[src/rtl/quad_audio_mixer_pkg.sv]
package quad_audio_mixer_pkg;
    localparam int NUM_CH   = 4;
    localparam int LVL_W    = 8;
    localparam int SMP_W    = 16;
    localparam int SCALE_SH = 7;
    localparam int WORD_W   = 16;

    typedef enum logic [0:0] {
        MX_IDLE = 1'b0,
        MX_EMIT = 1'b1
    } mix_state_t;
endpackage

[src/rtl/quad_audio_mixer_ctrl.sv]
module quad_audio_mixer_ctrl
    import quad_audio_mixer_pkg::*;
#(
    parameter int CH  = NUM_CH,
    parameter int DW  = WORD_W
) (
    input  logic          clk,
    input  logic          rst_n,
    input  logic          en_wr,
    input  logic          mod_wr,
    input  logic          pend_wr,
    input  logic [DW-1:0] wr_data,
    input  logic [CH-1:0] irq_req,
    output logic [CH-1:0] dma_en,
    output logic [CH-1:0] att_per,
    output logic [CH-1:0] att_vol,
    output logic [CH-1:0] pend
);
    localparam int PER_LO = CH;

    always_ff @(posedge clk) begin
        if (!rst_n) begin
            dma_en  <= '0;
            att_per <= '0;
            att_vol <= '0;
            pend    <= '0;
        end else begin
            if (en_wr) dma_en <= wr_data[CH-1:0];
            if (mod_wr) begin
                att_per <= wr_data[PER_LO +: CH];
                att_vol <= wr_data[CH-1:0];
            end
            if (pend_wr) pend <= wr_data[CH-1:0] | irq_req;
            else         pend <= pend | irq_req;
        end
    end
endmodule

[src/rtl/quad_audio_mixer_pair.sv]
module quad_audio_mixer_pair
    import quad_audio_mixer_pkg::*;
#(
    parameter int LW = LVL_W,
    parameter int SW = SMP_W,
    parameter int SH = SCALE_SH
) (
    input  logic signed [LW-1:0] lvl_a,
    input  logic signed [LW-1:0] lvl_b,
    input  logic                 gate_a,
    input  logic                 gate_b,
    output logic signed [SW-1:0] smp
);
    localparam int SUM_W = LW + 1;

    logic signed [SUM_W-1:0] ga, gb, sum;

    always_comb begin
        ga  = gate_a ? SUM_W'(lvl_a) : '0;
        gb  = gate_b ? SUM_W'(lvl_b) : '0;
        sum = ga + gb;
        smp = SW'(sum) <<< SH;
    end
endmodule

[src/rtl/quad_audio_mixer_seq.sv]
module quad_audio_mixer_seq
    import quad_audio_mixer_pkg::*;
#(
    parameter int SW = SMP_W
) (
    input  logic          clk,
    input  logic          rst_n,
    input  logic          tick,
    input  logic [SW-1:0] mix_l,
    input  logic [SW-1:0] mix_r,
    output logic [SW-1:0] left,
    output logic [SW-1:0] right,
    output logic          valid
);
    mix_state_t state, state_nx;

    always_comb begin
        state_nx = state;
        unique case (state)
            MX_IDLE: if (tick) state_nx = MX_EMIT;
            MX_EMIT: state_nx = tick ? MX_EMIT : MX_IDLE;
            default: state_nx = MX_IDLE;
        endcase
    end

    always_ff @(posedge clk) begin
        if (!rst_n) state <= MX_IDLE;
        else        state <= state_nx;
    end

    always_ff @(posedge clk) begin
        if (!rst_n) begin
            left  <= '0;
            right <= '0;
        end else if (tick) begin
            left  <= mix_l;
            right <= mix_r;
        end
    end

    assign valid = (state == MX_EMIT);
endmodule

[src/rtl/quad_audio_mixer.sv]
module quad_audio_mixer
    import quad_audio_mixer_pkg::*;
#(
    parameter int CH = NUM_CH,
    parameter int LW = LVL_W,
    parameter int SW = SMP_W,
    parameter int DW = WORD_W
) (
    input  logic            clk,
    input  logic            rst_n,
    input  logic            en_wr,
    input  logic            mod_wr,
    input  logic            pend_wr,
    input  logic [DW-1:0]   wr_data,
    input  logic [CH-1:0]   irq_req,
    input  logic            tick,
    input  logic [CH*LW-1:0] levels,
    input  logic [CH-1:0]   gate,
    output logic [CH-1:0]   dma_en,
    output logic [CH-1:0]   att_per,
    output logic [CH-1:0]   att_vol,
    output logic [CH-1:0]   pend,
    output logic [CH-1:0]   per_from_up,
    output logic [CH-1:0]   vol_from_up,
    output logic [SW-1:0]   left,
    output logic [SW-1:0]   right,
    output logic            valid
);
    logic [LW-1:0] lvl [CH];
    logic [SW-1:0] mix_l, mix_r;

    quad_audio_mixer_ctrl #(.CH(CH), .DW(DW)) u_ctrl (
        .clk(clk), .rst_n(rst_n), .en_wr(en_wr), .mod_wr(mod_wr),
        .pend_wr(pend_wr), .wr_data(wr_data), .irq_req(irq_req),
        .dma_en(dma_en), .att_per(att_per), .att_vol(att_vol), .pend(pend)
    );

    // Attach chain: each channel feeds the next one up; the last feeds nothing.
    genvar gi;
    generate
        for (gi = 0; gi < CH; gi++) begin : g_chan
            assign lvl[gi] = levels[gi*LW +: LW];
            if (gi == 0) begin : g_head
                assign per_from_up[gi] = 1'b0;
                assign vol_from_up[gi] = 1'b0;
            end else begin : g_link
                assign per_from_up[gi] = att_per[gi-1];
                assign vol_from_up[gi] = att_vol[gi-1];
            end
        end
    endgenerate

    // Cross-panned pairing: left takes 1 and 2, right takes 0 and 3.
    quad_audio_mixer_pair #(.LW(LW), .SW(SW)) u_left (
        .lvl_a(lvl[1]), .lvl_b(lvl[2]), .gate_a(gate[1]), .gate_b(gate[2]),
        .smp(mix_l)
    );
    quad_audio_mixer_pair #(.LW(LW), .SW(SW)) u_right (
        .lvl_a(lvl[0]), .lvl_b(lvl[3]), .gate_a(gate[0]), .gate_b(gate[3]),
        .smp(mix_r)
    );

    quad_audio_mixer_seq #(.SW(SW)) u_seq (
        .clk(clk), .rst_n(rst_n), .tick(tick), .mix_l(mix_l), .mix_r(mix_r),
        .left(left), .right(right), .valid(valid)
    );
endmodule

[config.mk]
export PLATFORM = sky130hd
export DESIGN_NAME = quad_audio_mixer
export DESIGN_NICKNAME = d
export VERILOG_FILES = /design/src/rtl/quad_audio_mixer_pkg.sv /design/src/rtl/quad_audio_mixer_ctrl.sv /design/src/rtl/quad_audio_mixer_pair.sv /design/src/rtl/quad_audio_mixer_seq.sv /design/src/rtl/quad_audio_mixer.sv
export SDC_FILE = /design/constraint.sdc
export NUM_CORES = 1
export LEC_CHECK = 0
export BUFFER_PORTS_ARGS = -buffer_cell sky130_fd_sc_hd__buf_2
export CAP_MARGIN = 20
export CORE_UTILIZATION = 31
export CTS_BUF_LIST = sky130_fd_sc_hd__clkbuf_8
export DETAILED_ROUTE_END_ITERATION = 10
export HOLD_SLACK_MARGIN = 0.08
export PLACE_DENSITY = 0.64
export SETUP_SLACK_MARGIN = 0.05
export SKIP_CTS_REPAIR_TIMING = 1
export SYNTH_ARGS = -nofsm -noshare
export SYNTH_HDL_FRONTEND = slang
export SYNTH_SLANG_ARGS = --single-unit
[constraint.sdc]
create_clock -name clk -period 1.8 [get_ports clk]
set_input_delay 0.09 -clock clk [delete_from_list [all_inputs] [get_ports clk]]
set_output_delay 0.09 -clock clk [all_outputs]
set_load 0.005 [all_outputs]
==> out/metrics.cfg <==
[status]
status=complete, no violations

[setup_path]
crit_chain=buf_2 > and2_1 > ha_1 > fa_1 > nand3_1 > a32oi_2 > xnor2_1 > o21ai_2
cp-start-kind=input port
cp.required_ns=1.97
arrival_ns=1.61
critPathTopFamily=adder cells
cpPeakStageDelay_ns=0.42
cp_num_buf_inv=1
worst_path_max_delay_cell=fa_1
end_kind=register
crit_type=in2reg
crit_fanout=8

[synthesis]
async_flop_share_pct=0
ys.flop_type=dfxtp_1
avgSynthCellArea_um2=9.32
synth-edff-count=0
netlist_instances=249
ys_seq_area_share_pct=30.2
ys_warn_count=0
ys_seq_elements=35
synth.distinct_cells=36
netlist_area_mm2=0.00232

[global_routing]
grt_max_degree=25
antenna_found_initial=0
gr-total-overflow=0
grt_use_total_pct=12.6
grt_first_pass_wirelength_mm=7.69
grt_pass1_vias=1817

[clocking]
cts_tree=built
htree_levels=2
cts.clk_slew.worst_paths_ns=0.07
cts.sinks=35
cts.root.buffer_cell=clkbuf_8
cts_buffers=5
clk-insertion-delay-late_ns=0.28
clockBufferDepth=2

[detailed_routing]
drtIter0Drc=17
wl_per_cell_um=10.8
wl_mm=4.76
firstDrtPassIters=4
dr_total_vias=2001
antenna_left=0
vias_per_cell=4.53
drc=0

[placement]
placedCellCount=429
gp_congestion=0.736
port_buffers=94
hpwl_mm=3.89
dp_slack_ns=0.0600
placed_cell_area_mm2=0.00278

[sta]
finalSetupViolCount=0
drv_slew=0
fmax_mhz=694
rsz0062_at_grt=no
tns_ns=0
setup_slack_ns=0.359
hold_viol=0
skew_ns=0
period_needed_ns=1.44
fin_crit_sh_pct=80.1

[job]
maxCapViolCount=0

[final_layout]
final_nets=422
final_util_pct=40.9
stdcell_count=442
diodes=0
fill_cells=777
fin_area_mm2=0.00296
area_delta_synth_final_pct=27.8
drive_gt1_share_pct=35.3

[power_and_ir_drop]
vdd_drop_max_mv=0.439
power_leakage_uw=0.00146
p_per_area_mw_per_mm2=723

[floorplanning]
chipHeight_um=88.5
ios=119
start_util_pct=32.0
die_x_um=88.5
design.core.area_mm2=0.00725
dieArea_mm2=0.00783
fp-row-count=31

[worst_hold_path]
hold_path.class=in2reg

-- area by class of cell --
cell class	instances	area [um2]	area share (%)
timing repair buffer	101	536	18.1
multi-input combinational	195	1460	49.1
clock inverter	3	63.8	2.15
inverter	4	15.0	0.507
tap	99	124	4.18
sequential	35	701	23.6
clock buffer	5	68.8	2.32
-- placed cells by master (no fill, tap or decap), types with 5 or more instances in the layout --
cell           instances
and2_1                32
dfxtp_1               35
clkbuf_8               5
o21ai_0               12
mux2i_1               16
inv_1                  5
xnor2_1               10
conb_1                16
nand2_1               12
buf_2                 94
mux2_2                 6
dlygate4sd3_1          5
ha_1                  16
a21oi_1               13
nor2b_1               17
-- cells by family (layout without fill, tap and decap cells) --
group / count (synthesis) / in the layout / synth area share (%)
buffers and inverters: 34 / 113 / 9.44
and+or+nand+nor: 75 / 75 / 18.8
muxes: 24 / 24 / 11.1
other: 1 / 16 / 0.162
AOI/OAI and AO/OA: 52 / 52 / 16.1
xor gates and xnor gates: 10 / 10 / 3.78
adders and majority gates: 18 / 18 / 10.4
DFF: 35 / 35 / 30.2
-- synthesized netlist by cell type (3+ instances only) --
master	instances	area, um2
a21oi_1	13	65.1
and2_1	32	200
buf_2	4	20.0
buf_4	23	173
clkbuf_1	3	11.3
dfxtp_1	35	701
ha_1	16	200
inv_1	4	15.0
mux2_2	6	67.6
mux2i_1	16	160
nand2_1	12	45.0
nand3b_1	4	30.0
nor2_1	3	11.3
nor2b_1	17	106
o21a_1	4	30.0
o21ai_0	12	60.1
o21ai_1	4	20.0
xnor2_1	10	87.6
-- state kept, by name, indices dropped and copies added (netlist names) --
name            cells
u_ctrl.dma_en       4
u_seq.valid         1
u_ctrl.att_vol      4
u_ctrl.pend         4
u_seq.right         9
u_ctrl.att_per      4
u_seq.left          9
-- per-stage QoR --
step / hold WS (ns) / total power [uW]
global route: 0.0805 / 2280
floorplan: 0.214 / 1190
finish: 0.0618 / 2140
CTS: 0.00625 / 2170
detailed placement: 0.306 / 1330
global placement: 0.301 / 1320
-- power breakdown --
group	switching (uW)	internal [uW]	leakage, uW
clock	280	548	0.0000695
combinational	216	239	0.00110
sequential	29.3	832	0.000290
total	525	1620	0.00146
-- layer usage --
layer / share of wire [%] / GRT usage (%) / vias to the layer above
li1: - / - / 1010
met1: 46 / 14.7 / 922
met2: 47 / 22.0 / 64
met3: 6.3 / 3.45 / 5
met4: 0.95 / 4.40 / 0
met5: 0 / 0 / -
-- worst paths after layout --
path / from / endpoint / slack (ns) / cells past startpoint
worst max-delay path: gate[3] / u_seq.right[13] / 0.36 / 8
worst min-delay path: wr_data[6] / u_ctrl.att_per[2] / 0.06 / 3
worst max register to register: u_seq.left[12] / u_seq.left[12] / 0.81 / 3
worst min register to register: u_seq.right[13] / u_seq.right[13] / 0.47 / 2
-- worst register-to-register path: cells and delay by family (launching register included) --
kind / cells / cell delay (ns)
DFF: 1 / 0.32
AOI/OAI and AO/OA: 2 / 0.29
muxes: 1 / 0.26
Note: power is estimated with default switching activity, not from simulation.
